File: config.mk
export PLATFORM = sky130hd
export DESIGN_NAME = dma_regbank
export DESIGN_NICKNAME = d
export VERILOG_FILES = /design/src/rtl/dma_regbank_pkg.sv /design/src/rtl/dma_addr_decode.sv /design/src/rtl/dma_chan_bank.sv /design/src/rtl/dma_start_detect.sv /design/src/rtl/dma_regbank.sv
export SDC_FILE = /design/constraint.sdc
export NUM_CORES = 1
export LEC_CHECK = 0
export BUFFER_PORTS_ARGS = -buffer_cell sky130_fd_sc_hd__buf_2
export CAP_MARGIN = 20
export CORE_AREA = 2 2 256 258
export DETAILED_ROUTE_END_ITERATION = 10
export DIE_AREA = 0 0 258 260
export GPL_TIMING_DRIVEN = 0
export PLACE_DENSITY_LB_ADDON = 0.05
export SLEW_MARGIN = 20
export SYNTH_ARGS = -nofsm -noshare
export SYNTH_HDL_FRONTEND = slang
export SYNTH_SLANG_ARGS = --single-unit
File: constraint.sdc
create_clock -name clk -period 1.8 [get_ports clk]
set_input_delay 0 -clock clk [delete_from_list [all_inputs] [get_ports clk]]
set_output_delay 0 -clock clk [all_outputs]
set_load 0.01 [all_outputs]
File: src/rtl/dma_regbank_pkg.sv
package dma_regbank_pkg;

  localparam logic [31:0] CTRL_KEEP = 32'h1177_0703;
  localparam int          EN_BIT    = 24;
  localparam int          TRIG_BIT  = 28;
  localparam int          MODE_LSB  = 9;

  typedef enum logic [1:0] {
    SYNC_MANUAL = 2'd0,
    SYNC_REQ    = 2'd1,
    SYNC_LIST   = 2'd2,
    SYNC_SPARE  = 2'd3
  } sync_e;

  typedef enum logic [2:0] {
    K_BASE  = 3'd0,
    K_BLOCK = 3'd1,
    K_CTRL  = 3'd2,
    K_GCTL  = 3'd3,
    K_IRQ   = 3'd4,
    K_BAD   = 3'd5
  } kind_e;

  function automatic sync_e eff_mode(input logic [1:0] raw);
    return (raw == 2'd3) ? SYNC_REQ : sync_e'(raw);
  endfunction

endpackage

File: src/rtl/dma_addr_decode.sv
module dma_addr_decode import dma_regbank_pkg::*; #(
  parameter int NUM_CH = 7,
  parameter int ADDR_W = 7,
  parameter int IDX_W  = 4,
  parameter int CH_W   = ADDR_W - IDX_W
) (
  input  logic [ADDR_W-1:0] addr,
  output logic [CH_W-1:0]   grp,
  output kind_e             kind
);
  localparam logic [CH_W-1:0] GLOBAL_GRP = '1;

  logic [IDX_W-1:0] idx;

  assign grp = addr[ADDR_W-1:IDX_W];
  assign idx = addr[IDX_W-1:0];

  always_comb begin
    kind = K_BAD;
    if (32'(grp) < NUM_CH) begin
      case (idx)
        IDX_W'(0): kind = K_BASE;
        IDX_W'(4): kind = K_BLOCK;
        IDX_W'(8): kind = K_CTRL;
        default:   kind = K_BAD;
      endcase
    end else if (grp == GLOBAL_GRP) begin
      case (idx)
        IDX_W'(0): kind = K_GCTL;
        IDX_W'(4): kind = K_IRQ;
        default:   kind = K_BAD;
      endcase
    end
  end
endmodule

File: src/rtl/dma_chan_bank.sv
module dma_chan_bank import dma_regbank_pkg::*; #(
  parameter int NUM_CH = 7,
  parameter int CH_W   = 3,
  parameter int DATA_W = 32,
  parameter int BASE_W = 24
) (
  input  logic              clk,
  input  logic              rst,
  input  logic              we,
  input  logic [CH_W-1:0]   chan,
  input  kind_e             kind,
  input  logic [DATA_W-1:0] wdata,
  output logic [DATA_W-1:0] rd_word,
  output logic [DATA_W-1:0] ctl_cur
);
  localparam logic [DATA_W-1:0] KEEP = DATA_W'(CTRL_KEEP);

  logic [BASE_W-1:0] base_a [NUM_CH];
  logic [DATA_W-1:0] blk_a  [NUM_CH];
  logic [DATA_W-1:0] ctl_a  [NUM_CH];

  for (genvar g = 0; g < NUM_CH; g++) begin : g_ch
    logic [BASE_W-1:0] base_r;
    logic [DATA_W-1:0] blk_r;
    logic [DATA_W-1:0] ctl_r;
    logic              hit;

    assign hit = we && (chan == CH_W'(g));

    always_ff @(posedge clk) begin
      if (rst) begin
        base_r <= '0;
        blk_r  <= '0;
        ctl_r  <= '0;
      end else if (hit) begin
        case (kind)
          K_BASE:  base_r <= wdata[BASE_W-1:0];
          K_BLOCK: blk_r  <= wdata;
          K_CTRL:  ctl_r  <= wdata & KEEP;
          default: ;
        endcase
      end
    end

    assign base_a[g] = base_r;
    assign blk_a[g]  = blk_r;
    assign ctl_a[g]  = ctl_r;
  end

  always_comb begin
    logic [BASE_W-1:0] b;
    logic [DATA_W-1:0] k;
    b       = '0;
    k       = '0;
    ctl_cur = '0;
    for (int i = 0; i < NUM_CH; i++) begin
      if (chan == CH_W'(i)) begin
        b       = base_a[i];
        k       = blk_a[i];
        ctl_cur = ctl_a[i];
      end
    end
    case (kind)
      K_BASE:  rd_word = DATA_W'(b);
      K_BLOCK: rd_word = k;
      K_CTRL:  rd_word = ctl_cur;
      default: rd_word = '0;
    endcase
  end
endmodule

File: src/rtl/dma_start_detect.sv
module dma_start_detect import dma_regbank_pkg::*; #(
  parameter int CH_W   = 3,
  parameter int DATA_W = 32
) (
  input  logic              clk,
  input  logic              rst,
  input  logic              fire,
  input  logic [CH_W-1:0]   chan,
  input  logic [DATA_W-1:0] ctl_next,
  output logic              start_o,
  output logic [CH_W-1:0]   start_chan_o,
  output logic [1:0]        start_mode_o
);
  logic [1:0] raw_mode;
  logic       armed;

  assign raw_mode = ctl_next[MODE_LSB+1:MODE_LSB];
  assign armed    = ctl_next[EN_BIT] &&
                    ((raw_mode != SYNC_MANUAL) || ctl_next[TRIG_BIT]);

  always_ff @(posedge clk) begin
    if (rst) begin
      start_o      <= 1'b0;
      start_chan_o <= '0;
      start_mode_o <= '0;
    end else begin
      start_o <= fire && armed;
      if (fire && armed) begin
        start_chan_o <= chan;
        start_mode_o <= eff_mode(raw_mode);
      end
    end
  end
endmodule

File: src/rtl/dma_regbank.sv
module dma_regbank import dma_regbank_pkg::*; #(
  parameter  int NUM_CH = 7,
  parameter  int ADDR_W = 7,
  parameter  int IDX_W  = 4,
  parameter  int DATA_W = 32,
  parameter  int BASE_W = 24,
  localparam int CH_W   = ADDR_W - IDX_W
) (
  input  logic              clk,
  input  logic              rst,
  input  logic              wr_en_i,
  input  logic              rd_en_i,
  input  logic [ADDR_W-1:0] addr_i,
  input  logic [DATA_W-1:0] wdata_i,
  output logic [DATA_W-1:0] rdata_o,
  output logic              err_o,
  output logic              start_o,
  output logic [CH_W-1:0]   start_chan_o,
  output logic [1:0]        start_mode_o,
  output logic              irq_wr_o,
  output logic [DATA_W-1:0] irq_wdata_o,
  input  logic [DATA_W-1:0] irq_rd_i
);
  localparam logic [DATA_W-1:0] KEEP = DATA_W'(CTRL_KEEP);

  logic [CH_W-1:0]   grp;
  kind_e             kind;
  logic              chan_reg;
  logic              chan_wr;
  logic [DATA_W-1:0] bank_rd;
  logic [DATA_W-1:0] ctl_cur;
  logic [DATA_W-1:0] ctl_next;
  logic [DATA_W-1:0] gctl_q;
  logic [DATA_W-1:0] rd_mux;

  dma_addr_decode #(
    .NUM_CH(NUM_CH), .ADDR_W(ADDR_W), .IDX_W(IDX_W), .CH_W(CH_W)
  ) u_dec (
    .addr(addr_i), .grp(grp), .kind(kind)
  );

  assign chan_reg = (kind == K_BASE) || (kind == K_BLOCK) || (kind == K_CTRL);
  assign chan_wr  = wr_en_i && chan_reg;

  dma_chan_bank #(
    .NUM_CH(NUM_CH), .CH_W(CH_W), .DATA_W(DATA_W), .BASE_W(BASE_W)
  ) u_bank (
    .clk(clk), .rst(rst), .we(chan_wr), .chan(grp), .kind(kind),
    .wdata(wdata_i), .rd_word(bank_rd), .ctl_cur(ctl_cur)
  );

  assign ctl_next = (kind == K_CTRL) ? (wdata_i & KEEP) : ctl_cur;

  dma_start_detect #(
    .CH_W(CH_W), .DATA_W(DATA_W)
  ) u_start (
    .clk(clk), .rst(rst), .fire(chan_wr), .chan(grp), .ctl_next(ctl_next),
    .start_o(start_o), .start_chan_o(start_chan_o), .start_mode_o(start_mode_o)
  );

  always_comb begin
    case (kind)
      K_BASE, K_BLOCK, K_CTRL: rd_mux = bank_rd;
      K_GCTL:                  rd_mux = gctl_q;
      K_IRQ:                   rd_mux = irq_rd_i;
      default:                 rd_mux = '0;
    endcase
  end

  always_ff @(posedge clk) begin
    if (rst) begin
      gctl_q      <= '0;
      rdata_o     <= '0;
      err_o       <= 1'b0;
      irq_wr_o    <= 1'b0;
      irq_wdata_o <= '0;
    end else begin
      err_o    <= (wr_en_i || rd_en_i) && (kind == K_BAD);
      irq_wr_o <= wr_en_i && (kind == K_IRQ);
      if (wr_en_i && (kind == K_IRQ)) irq_wdata_o <= wdata_i;
      if (wr_en_i && (kind == K_GCTL)) gctl_q <= wdata_i;
      if (rd_en_i) rdata_o <= rd_mux;
    end
  end
endmodule

==> impl_metrics.csv <==
group,metric,value,unit
global_route,antenna_found_initial,1,
final_layout,fin_cells,4461,
min_path,hp-start,"addr_i[3]",
job,maxCapViolations,0,
floorplanning,initial_utilization,39.9,%
timing,setup_viol,15,
route,wl_met3,13.6,mm
route,top_layer,"met4",
logic_synthesis,syn_area,25600,um2
route,wl_met1,53.5,mm
route,drt-initial-drc-count,3351,
timing,tns,-0.637,ns
route,ant_nets,0,
logic_synthesis,ys_seq_elements,587,
status,violations,"setup timing",
timing,fin_ws,-0.208,ns
min_path,min_path_cells,5,
timing,rsz0062_at_grt,"true",
route,via_per_inst,6.08,
route,num_vias,27100,
clock_tree,path_clk_slew,0.06,ns
pwr,irDropWorstVdd,729,uV
clock_tree,clock_path_buffers,3,
status,status,"finished with violations",
route,totalWireLength,138,mm
route,avgRoutedWirePerCell,31.0,um
timing,relSlewSlack,21.5,%
worst_setup_path,worst-path-max-fanout,2,
placed_design,dp.cells,4256,
final_layout,drive_gt1_share,15.9,%
logic_synthesis,syn-instance-count,3280,
worst_setup_path,end_kind,"flip-flop",
floorplanning,die_h,260,um
floorplanning,placeableCoreArea,64100,um2
timing,min_period,2.01,ns
route,drc,0,
logic_synthesis,ys_warn_count,0,
placed_design,hpwl,99.7,mm
timing,post-route-period-util,112,%
floorplanning,die_width,258,um
placed_design,port_buffers,120,
final_layout,areaGrowthSynthToFinish,21.2,%
clock_tree,clk_latency,0.63,ns
pwr,p_leak,10.4,nW
floorplanning,pin_count,147,
clock_tree,cts_root_buf,"clkbuf_16",
logic_synthesis,yosysSeqAreaShare,45.9,%
timing,fmax,0.498,GHz
route,route.met2.wl,59.8,mm
logic_synthesis,syn_area_per_cell,7.80,um2
logic_synthesis,syn_nets,3355,
timing,hold_violations,0,
clock_tree,cts_sinks,587,
route,drt_first_pass_iters,7,
global_route,grt_first_pass_wirelength,189,mm
final_layout,final_area,31000,um2
worst_setup_path,r2r_end,"rdata_o[21]",
timing,worstMarginPinSlew,1.18,ns
worst_setup_path,r2r_slack,-0.21,ns
clock_tree,cts_tree,"built",
floorplanning,rows,93,
worst_setup_path,worstPathRequired,2.28,ns
placed_design,gp_congestion,1.01,
placed_design,dpl_cell_area,27300,um2
worst_setup_path,critical_path_arrival,2.49,ns
timing,holdWs,0.00989,ns
global_route,grt_pass1_vias,25200,
floorplanning,dieArea,67100,um2
worst_setup_path,r2r-start,"u_bank.g_ch[3].base_r[21]",
worst_setup_path,ff2ff_path_depth,5,
timing,finalMaxSlewViolations,0,
logic_synthesis,async_reset_ff_share,0,%
clock_tree,cts.htree.levels,3,
clock_tree,cts_buffers,70,
global_route,grt_overflow_total,0,
worst_setup_path,cp-start-kind,"flip-flop",
min_path,min_path_type,"in2reg",
worst_setup_path,worstSetupPathType,"reg2reg",
logic_synthesis,synth_cell_type_count,74,
final_layout,nNetsFinal,3627,
logic_synthesis,synth-main-ff-cell,"dfxtp_1",
global_route,grt.total_usage,40.2,%
timing,fin_worst_skew,0.0257,ns
min_path,hold_end,"u_bank.g_ch[3].blk_r[1]",
logic_synthesis,synth_edf_count,0,
pwr,power_density,965,nW/um2
global_route,grt_max_degree,13,
-- cell usage in the layout, fill, tap and decap left out, types with 8 or more instances in the layout --
cell type / n
nand2_1: 1112
a21oi_1: 608
dfxtp_1: 581
buf_2: 182
clkbuf_1: 182
o21ai_0: 81
clkbuf_16: 72
nor2_1: 70
nand3_1: 66
dlygate4sd3_1: 61
mux2i_1: 53
buf_4: 52
a22oi_1: 42
mux4_2: 40
clkbuf_2: 32
buf_6: 21
mux2_2: 18
clkbuf_8: 15
a221oi_2: 14
o22ai_1: 13
a221oi_1: 13
nor2b_1: 11
a22o_1: 11
nand3b_1: 10
nor2_4: 10
o221a_2: 9
o21a_1: 9
o221ai_1: 9
clkbuf_4: 8
nand2_2: 8
o21ai_1: 8
a222oi_1: 8
-- how the worst max path moves through the flow --
stage                                   start     endpoint  slack (ns)  depth (start not counted)
detailed placement                  addr_i[4]  rdata_o[21]       -1.89                         10
global route        u_bank.g_ch[2].base_r[21]  rdata_o[21]       -0.22                          5
finish              u_bank.g_ch[3].base_r[21]  rdata_o[21]       -0.21                          5
CTS                 u_bank.g_ch[3].base_r[16]  rdata_o[16]       -0.17                          5
global placement                    addr_i[4]  rdata_o[21]       -1.85                         10
floorplan                           addr_i[0]  rdata_o[15]        0.22                          6
-- final cells by class --
class | count | area [um2]
repair buffers | 202 | 1380
fillers | 6388 | 33100
flip-flops and latches | 587 | 11800
clock inverters | 18 | 199
diodes | 2 | 5.00
clock buffers | 106 | 2070
well taps | 855 | 1070
plain buffers | 324 | 1710
multi-input cells | 2362 | 12800
inverters | 5 | 22.5
-- state kept, by name (all words and copies together), names as in the netlist --
| signal | flops |
|---|---|
| err_o | 1 |
| gctl_q | 32 |
| irq_wdata_o | 32 |
| irq_wr_o | 1 |
| rdata_o | 32 |
| u_bank.g_ch.base_r | 168 |
| u_bank.g_ch.blk_r | 224 |
| u_bank.g_ch.ctl_r | 91 |
| u_start.start_chan_o | 3 |
| u_start.start_mode_o | 2 |
| u_start.start_o | 1 |
-- per-layer routing --
| metal | global-route usage, % | vias up |
|---|---|---|
| met5 | 0 | - |
| met4 | 29.3 | 0 |
| met3 | 8.25 | 446 |
| met2 | 61.5 | 1662 |
| met1 | 50.4 | 13300 |
| li1 | - | 11700 |
-- cells in the mapped netlist, drive strengths merged, types with 3 or more instances --
cell     number  area share [%]
nand2      1120              16
a21oi       614              12
dfxtp       587              46
clkbuf      209             3.1
buf         117             2.8
o21ai        92             1.8
nor2         88             1.5
nand3        67             1.3
mux2i        54             2.1
a22oi        42             1.2
mux4         40             3.5
a221oi       34             1.3
mux2         18            0.79
o22ai        17            0.42
o221ai       14            0.48
nor2b        12            0.29
a22o         11            0.38
nor3         11            0.41
nand3b       10            0.29
o21a          9            0.26
o221a         9            0.40
a222oi        8            0.31
a211oi        7            0.21
o32a          7            0.27
a31oi         6            0.15
nand4         6            0.15
o211ai        6            0.18
a2bb2oi       5            0.17
a311oi        5            0.17
and2          5            0.13
and3          5            0.13
inv           5           0.073
nor4          5            0.21
nand2b        4           0.098
o31ai         3           0.088
-- power by group --
| group | internal, mW | total, mW | switching, mW | leakage (nW) |
|---|---|---|---|---|
| logic | 0.560 | 2.47 | 1.91 | 4.52 |
| clock network | 8.38 | 14.4 | 6.03 | 1.11 |
| registers | 13.0 | 13.0 | 0.0204 | 4.73 |
-- cells by family (layout without fill, tap and decap cells) --
family	count (synthesis)	in the layout	synth area share, %
simple gates	1347	1347	21.5
compound gates	903	903	20.3
flops	587	587	45.9
buf+inv	331	655	5.89
mux	112	112	6.43
other cells	0	2	0
-- critical path: stages, from the launching register on --
cell and delay (ns):
dfxtp_2 0.33, mux4_2 0.51, a221oi_4 0.52, o22ai_4 0.20
nor3_4 0.24, o21ai_1 0.07
-- metrics by stage --
step	util (%)	total power, mW	setup slack, ns
detailed placement	42.5	15.4	-1.89
CTS	47.9	29.8	-0.170
floorplan	-	14.3	0.217
global route	48.4	30.4	-0.218
finish	48.4	29.9	-0.208
global placement	42.5	15.4	-1.85
-- what timing repair did --
item / CTS / global route
pin swaps: 16 / 14
hold endpoints to repair: 197 / 0
gates resized for setup: 153 / 72
hold buffers: 61 / 0
setup buffers: 7 / 13
setup endpoints to repair: 449 / 342
Power figures use the tool's default switching activity.
